**config.mk**
```make
export PLATFORM = sky130hd
export DESIGN_NAME = hstep_clk_div
export DESIGN_NICKNAME = d
export VERILOG_FILES = /design/src/rtl/hsd_pkg.sv /design/src/rtl/hsd_zero_calc.sv /design/src/rtl/hsd_phase_core.sv /design/src/rtl/hsd_half_retime.sv /design/src/rtl/hstep_clk_div.sv
export SDC_FILE = /design/constraint.sdc
export NUM_CORES = 1
export LEC_CHECK = 0
export ABC_AREA = 1
export BUFFER_PORTS_ARGS = -buffer_cell sky130_fd_sc_hd__buf_2
export CORE_ASPECT_RATIO = 1.1
export CORE_MARGIN = 2
export CORE_UTILIZATION = 30
export CTS_CLUSTER_DIAMETER = 60
export DETAILED_ROUTE_END_ITERATION = 7
export GPL_TIMING_DRIVEN = 0
export PLACE_DENSITY = 0.57
export REMOVE_ABC_BUFFERS = 1
export SYNTH_ARGS = -nofsm -noshare
export SYNTH_HDL_FRONTEND = slang
export SYNTH_SLANG_ARGS = --single-unit
```
**constraint.sdc**
```tcl
create_clock -name clk_i -period 11.8 [get_ports clk_i]
set_input_delay 0.59 -clock clk_i [delete_from_list [all_inputs] [get_ports clk_i]]
set_output_delay 0.59 -clock clk_i [all_outputs]
set_load 0.005 [all_outputs]
```
**src/rtl/hsd_pkg.sv**
```systemverilog
package hsd_pkg;
    localparam int DIV_W       = 11;
    localparam int DLY_W       = 11;
    localparam int DIV_MIN     = 2;
    localparam int DIV_MAX     = 1045;
    localparam int CEIL_NUM    = 16;
    localparam int BIAS_HALVES = 23;

    typedef enum logic [1:0] {
        ST_IDLE = 2'd0,
        ST_WAIT = 2'd1,
        ST_RUN  = 2'd2
    } phase_st_e;

    typedef struct packed {
        logic [DIV_W-1:0] div;
        logic             half;
    } sync_cfg_t;

    function automatic logic [DIV_W-1:0] clamp_div(input logic [DIV_W-1:0] d);
        if (d < DIV_W'(DIV_MIN))      return DIV_W'(DIV_MIN);
        else if (d > DIV_W'(DIV_MAX)) return DIV_W'(DIV_MAX);
        else                          return d;
    endfunction

    // smallest k with k*q >= CEIL_NUM, q >= 2 assumed
    function automatic int ceil_quot(input int q);
        int k;
        k = CEIL_NUM;
        for (int i = CEIL_NUM; i >= 1; i--) begin
            if (i * q >= CEIL_NUM) k = i;
        end
        return k;
    endfunction

    function automatic int zero_halves(input int q);
        return 2 * ceil_quot(q) * q + q - BIAS_HALVES;
    endfunction
endpackage

```
**src/rtl/hsd_zero_calc.sv**
```systemverilog
module hsd_zero_calc
    import hsd_pkg::*;
#(
    parameter int QW = DIV_W,
    parameter int CW = DLY_W
) (
    input  logic [QW-1:0] qual_div_i,
    output logic [CW-1:0] zero_cnt_o,
    output logic          zero_half_o
);
    logic [DIV_W-1:0] q_c;
    int               halves;

    always_comb begin
        q_c         = clamp_div(DIV_W'(qual_div_i));
        halves      = zero_halves(int'(q_c));
        zero_cnt_o  = CW'((halves + 1) >>> 1);
        zero_half_o = halves[0];
    end

    // 2*c*q is even, so the half flag follows the parity of q - 23
    always_comb begin
        assert_half_parity_R9: assert (zero_half_o == ~q_c[0]);
    end
endmodule

```
**src/rtl/hsd_phase_core.sv**
```systemverilog
module hsd_phase_core
    import hsd_pkg::*;
#(
    parameter int DW = DIV_W,
    parameter int LW = DLY_W
) (
    input  logic          clk_i,
    input  logic          rst_i,
    input  logic          sync_i,
    input  logic [DW-1:0] div_i,
    input  logic [LW-1:0] dly_cnt_i,
    input  logic          half_i,
    output logic          pos_o,
    output logic          half_sel_o
);
    phase_st_e     st_q;
    sync_cfg_t     cfg_q;
    logic [LW-1:0] wait_q;
    logic [DW-1:0] cnt_q;
    logic [DW-1:0] cnt_nxt;
    logic [DW-1:0] hi_len;
    logic [LW-1:0] pos_cycles;

    always_comb begin
        if (dly_cnt_i <= LW'(half_i)) pos_cycles = LW'(1);
        else                          pos_cycles = dly_cnt_i - LW'(half_i);
        hi_len  = cfg_q.div >> 1;
        cnt_nxt = (cnt_q == cfg_q.div - DW'(1)) ? '0 : cnt_q + DW'(1);
    end

    always_ff @(posedge clk_i) begin
        if (rst_i) begin
            st_q   <= ST_IDLE;
            cfg_q  <= '{div: DW'(DIV_MIN), half: 1'b0};
            wait_q <= '0;
            cnt_q  <= '0;
            pos_o  <= 1'b0;
        end else if (sync_i) begin
            st_q   <= ST_WAIT;
            cfg_q  <= '{div: clamp_div(div_i), half: half_i};
            wait_q <= pos_cycles - LW'(1);
            cnt_q  <= '0;
            pos_o  <= 1'b0;
        end else begin
            unique case (st_q)
                ST_WAIT: begin
                    if (wait_q == '0) begin
                        st_q  <= ST_RUN;
                        cnt_q <= '0;
                        pos_o <= 1'b1;
                    end else begin
                        wait_q <= wait_q - LW'(1);
                    end
                end
                ST_RUN: begin
                    cnt_q <= cnt_nxt;
                    pos_o <= (cnt_nxt < hi_len);
                end
                default: pos_o <= 1'b0;
            endcase
        end
    end

    assign half_sel_o = cfg_q.half;

    assert_sync_holds_low_R2: assert property (@(posedge clk_i) disable iff (rst_i)
        sync_i |=> !pos_o);
    assert_cnt_in_range_R5: assert property (@(posedge clk_i) disable iff (rst_i)
        (st_q == ST_RUN) |-> (cnt_q < cfg_q.div));
    assert_cfg_only_at_sync_R7: assert property (@(posedge clk_i) disable iff (rst_i)
        !sync_i |=> $stable(cfg_q));
    assert_idle_low_R1: assert property (@(posedge clk_i) disable iff (rst_i)
        (st_q == ST_IDLE) |-> !pos_o);
endmodule

```
**src/rtl/hsd_half_retime.sv**
```systemverilog
module hsd_half_retime (
    input  logic clk_i,
    input  logic rst_i,
    input  logic pos_i,
    input  logic half_sel_i,
    output logic clk_o
);
    logic neg_q;

    always_ff @(negedge clk_i) begin
        if (rst_i) neg_q <= 1'b0;
        else       neg_q <= pos_i;
    end

    assign clk_o = half_sel_i ? neg_q : pos_i;

    // the falling-edge copy trails the rising-edge path by half a cycle
    assert_retime_follows_R4: assert property (@(negedge clk_i) disable iff (rst_i)
        1'b1 |=> (neg_q == $past(pos_i)));
endmodule

```
**src/rtl/hstep_clk_div.sv**
```systemverilog
module hstep_clk_div
    import hsd_pkg::*;
#(
    parameter int DW = DIV_W,
    parameter int LW = DLY_W
) (
    input  logic          clk_i,
    input  logic          rst_i,
    input  logic [DW-1:0] div_i,
    input  logic [LW-1:0] dly_cnt_i,
    input  logic          half_i,
    input  logic          sync_i,
    input  logic [DW-1:0] qual_div_i,
    output logic          clk_o,
    output logic [LW-1:0] zero_cnt_o,
    output logic          zero_half_o
);
    logic pos_w;
    logic half_sel_w;

    hsd_phase_core #(.DW(DW), .LW(LW)) core_i (
        .clk_i      (clk_i),
        .rst_i      (rst_i),
        .sync_i     (sync_i),
        .div_i      (div_i),
        .dly_cnt_i  (dly_cnt_i),
        .half_i     (half_i),
        .pos_o      (pos_w),
        .half_sel_o (half_sel_w)
    );

    hsd_half_retime retime_i (
        .clk_i      (clk_i),
        .rst_i      (rst_i),
        .pos_i      (pos_w),
        .half_sel_i (half_sel_w),
        .clk_o      (clk_o)
    );

    hsd_zero_calc #(.QW(DW), .CW(LW)) calc_i (
        .qual_div_i  (qual_div_i),
        .zero_cnt_o  (zero_cnt_o),
        .zero_half_o (zero_half_o)
    );
endmodule

```
==> metrics.log <==
INFO  metric final_critical_path_setup_slack = 776.3 ps
INFO  metric antenna_found_initial = 0
INFO  metric synth.distinct_cells = 59
INFO  metric die_height = 208.6 um
INFO  metric design.core.area = 37310 um^2
INFO  metric fin_total_pwr = 1.129 mW
INFO  metric sequential_to_total_area_share_from_yosys_stat = 6.665%
INFO  metric placement.io_buffers = between 40 and 50
INFO  metric max_slew.worst_pin.slew = about 1100 ps
INFO  metric required_time_of_the_worst_setup_path = 11210 ps
INFO  metric critical_path.startpoint_type = primary input
INFO  metric wl_met3 = a little under 1000 um
INFO  metric tritoncts_buffers = 5
INFO  metric ys_flop_type = sky130_fd_sc_hd__dfxtp_1
INFO  metric async_reset_ff_share = 0%
INFO  metric synth_edf_count = 0
INFO  metric slowest_delay = between 500 and 600 ps
INFO  metric synth_seq_cells = 38
INFO  metric r2r_end = retime_i.neg_q
INFO  metric finalCoreUtilization = 34.96%
INFO  metric dr_wl_met2 = 15830 um
INFO  metric chipWidth = between 150 and 200 um
INFO  metric crit_top_cell = sky130_fd_sc_hd__nand2_1
INFO  metric min_period = about 11000 ps
INFO  metric regToRegStartpoint = core_i.pos_o
INFO  metric critical_path.startpoint = qual_div_i[7]
INFO  metric critical_path_depth = 56
INFO  metric core.rowCount = 74
INFO  metric drc = 0
INFO  metric antenna_cells = 0
INFO  metric tritoncts_num_sinks = 38
INFO  metric dp_hpwl = 26150 um
INFO  metric cts_hold_repair.buffers = 0
INFO  metric drt-pass1-iter-count = 5
INFO  metric power-per-cell-area = a little under 90 nW/um^2
INFO  metric hold_viol_final = 0
INFO  metric timing.final.max_slew_violations = 0
INFO  metric dp.cells = 2382
INFO  metric final_cell_area = approximately 13000 um^2
INFO  metric postRouteWirelength = 31890 um
INFO  metric route.layer.met1.wl = 14460 um
INFO  metric timing.critical_path.buf_inv = 14
INFO  metric finish.net_count = 2203
INFO  metric clock_tree.buffer_depth = 2
INFO  metric setup-violations-final = 0
INFO  metric timing.final.crit_share = 93.42%
INFO  metric fin_tns_setup = 0 ps
INFO  metric fp.dieArea = 39620 um^2
INFO  metric final-instance-count-excl-fill = 2429
INFO  metric worstSetupEndpointType = primary output
INFO  metric post_synth_instance_area = 11410 um^2
INFO  metric worst-r2r-setup-slack = about 5500 ps
INFO  metric reg2reg_depth = 2
INFO  metric worst_setup_path_endpoint = zero_cnt_o[10]
INFO  metric timing.critical_path.slowest_stage_cell = sky130_fd_sc_hd__fa_1
INFO  metric grt_pass1_wl = 53530 um
INFO  metric ys_warn_count = 0
INFO  metric dr.max_layer_used = met4
INFO  metric grt_util_all_layers = 16.16%
INFO  metric hold_removal_path_class = reg -> reg
INFO  metric synthesis.area_per_instance = 6.193 um^2
INFO  metric post_route_cells_drive_above_1_share = 9.612%
INFO  metric crit_fanout = 9
INFO  metric cts_tree = done
INFO  metric cell_class_contributing_the_biggest_share_of_worst_path_delay = adder cells
INFO  metric worstSetupPathType = in -> out
INFO  metric via_per_inst = 4.780
INFO  metric fmaxAchievable = 90.71 MHz
INFO  metric ios = 50
INFO  metric area_growth_syn_to_layout = 14.28%
INFO  metric timing.max_cap.violations = 0
INFO  metric start_util = between 30 and 40%
INFO  metric cts.reportedPaths.clkPinSlew = ~60 ps
INFO  metric gp_routability_congestion = 0.8917
INFO  metric fillCellCount = 4067
INFO  metric gate_count_of_the_mapped_netlist = 1843
INFO  metric ctsRootBufferMaster = sky130_fd_sc_hd__clkbuf_16
INFO  metric wl_per_cell = 13.13 um
INFO  metric ctsHtreeMaxLevel = 2
INFO  metric status = finished clean
INFO  metric globalRouteOverflowTotal = 0
INFO  metric grt_max_degree = 22
INFO  metric worst_hold_slack = 470.8 ps
INFO  metric clock_latency = between 300 and 400 ps
INFO  metric drtAntennaViolNets = 0
INFO  metric finalClockSkew = between 60 and 70 ps
INFO  metric post_placement_setup_slack = -673.8 ps
INFO  metric route.vias.total = ~12000
INFO  metric worst-endpoint-arrival = approximately 10000 ps
INFO  metric placedInstanceArea = 12330 um^2
INFO  metric grt_pass1_vias = 11370
INFO  metric peakVddDrop = 0.09664 mV
INFO  metric leakage = around 7 nW
INFO  metric maxSlewHeadroom = 27.24%
INFO  metric iteration_0_drc_count_of_the_detailed_router = 514
==> kinds of logic (layout without fill, tap and decap cells) <==
group	Yosys count	after routing	share of synthesized area (%)
and+or+nand+nor	950	950	36.78
buffers and inverters	382	474	12.71
AOI/OAI and AO/OA	174	174	8.803
adders and majority gates	232	232	29.91
xor gates and xnor gates	67	67	5.141
DFF	38	38	6.665
==> layout by cell type (no fill, tap or decap), drive strengths merged, types with 7 or more instances in the layout <==
master and instances:
clkinvlp 7, dfxtp 38, nor3 36, inv 364, o21ai 53, buf 93
xnor2 27, clkbuf 7, nand4 54, nand3b 12, ha 164, a31oi 8
nor2 205, xor2 40, a21oi 77, nand3 157, nand2 468, fa 68
==> report_power, final <==
part	leakage [nW]	switching (mW)	internal, mW	total, mW
clock network	0.0957	0.0571	0.105	0.162
logic	6.55	0.513	0.313	0.826
registers	0.311	0.00499	0.136	0.141
total	6.96	0.575	0.554	1.13
==> sequential cells by signal, indices dropped and copies added (netlist names) <==
| signal | count |
|---|---|
| core_i.wait_q | 11 |
| core_i.cfg_q | 11 |
| core_i.half_sel_o | 1 |
| core_i.st_q | 2 |
| core_i.cnt_q | 11 |
| core_i.pos_o | 1 |
| retime_i.neg_q | 1 |
==> what timing repair did <==
item	4_1_cts	5_1_grt
resized for setup	7	36
buffers inserted	3	36
cloned	0	0
pin swaps	0	10
setup endpoints to repair	1	2
==> Yosys cell counts (2+ instances only) <==
master                     count  area, um^2
sky130_fd_sc_hd__and3_1        3       18.77
sky130_fd_sc_hd__o21a_1        5       37.54
sky130_fd_sc_hd__o31ai_1       3       22.52
sky130_fd_sc_hd__nand2_4       5       56.30
sky130_fd_sc_hd__o22ai_1       5       31.28
sky130_fd_sc_hd__o21ai_1       4       20.02
sky130_fd_sc_hd__nand2_2       4       25.02
sky130_fd_sc_hd__a21oi_2       2       17.52
sky130_fd_sc_hd__inv_1       362        1359
sky130_fd_sc_hd__nand4_1      51       319.1
sky130_fd_sc_hd__nand3b_1     11       82.58
sky130_fd_sc_hd__o21bai_1      2       15.01
sky130_fd_sc_hd__a31oi_1       7       43.79
sky130_fd_sc_hd__nor3_2        5       50.05
sky130_fd_sc_hd__o21ai_2       2       17.52
sky130_fd_sc_hd__xnor2_1      27       236.5
sky130_fd_sc_hd__nor4_1        4       25.02
sky130_fd_sc_hd__a21o_1        6       45.04
sky130_fd_sc_hd__dfxtp_1      38       760.7
sky130_fd_sc_hd__nor2_2        8       50.05
sky130_fd_sc_hd__or2_2         5       31.28
sky130_fd_sc_hd__inv_2         8       30.03
sky130_fd_sc_hd__clkbuf_1      6       22.52
sky130_fd_sc_hd__o21ai_0      47       235.2
sky130_fd_sc_hd__nor2_4        2       22.52
sky130_fd_sc_hd__nand3_1     153       765.7
sky130_fd_sc_hd__nand3_2       4       40.04
sky130_fd_sc_hd__o32ai_1       3       26.28
sky130_fd_sc_hd__nand4_2       2       25.02
sky130_fd_sc_hd__a21oi_1      75       375.4
sky130_fd_sc_hd__fa_1         68        1361
sky130_fd_sc_hd__nand2_1     459        1723
sky130_fd_sc_hd__xor2_1       40       350.3
sky130_fd_sc_hd__o211ai_1      4       30.03
sky130_fd_sc_hd__ha_1        164        2052
sky130_fd_sc_hd__a211oi_1      2       15.01
sky130_fd_sc_hd__nor3_1       31       155.2
sky130_fd_sc_hd__nor2_1      195       732.0
==> metal layers <==
metal / track usage (%) / vias up
met1: 20.33 / 5313
met4: 4.411 / 0
li1: - / 6053
met2: 29.56 / 205
met3: 1.058 / 39
met5: 0 / -
==> cell type report <==
class	count	area [um^2]	share of cell area, %
Multi-Input combinational cell	1423	9398	72.05
Tap cell	494	618.1	4.739
Timing Repair Buffer	93	649.4	4.978
Clock inverter	2	12.51	0.09592
Sequential cell	38	760.7	5.832
Clock buffer	7	175.2	1.343
Inverter	372	1430	10.96
==> tightest hold or removal path: stages, from the launching register on <==
cell and delay (ps):
sky130_fd_sc_hd__dfxtp_1 310, sky130_fd_sc_hd__nand2_1 60, sky130_fd_sc_hd__a21oi_1 60
==> how the worst min path moves through the flow <==
stage / start / end / slack, ps / cells after the start
2_1_floorplan: core_i.cfg_q[6] / core_i.cfg_q[6] / 440 / 2
3_3_place_gp: core_i.cnt_q[3] / core_i.cnt_q[3] / 450 / 2
3_5_place_dp: core_i.pos_o / core_i.pos_o / 470 / 2
4_1_cts: core_i.cnt_q[3] / core_i.cnt_q[3] / 480 / 2
5_1_grt: core_i.cnt_q[3] / core_i.cnt_q[3] / 490 / 2
6_report: core_i.cnt_q[3] / core_i.cnt_q[3] / 470 / 2
Power figures use the tool's default switching activity.
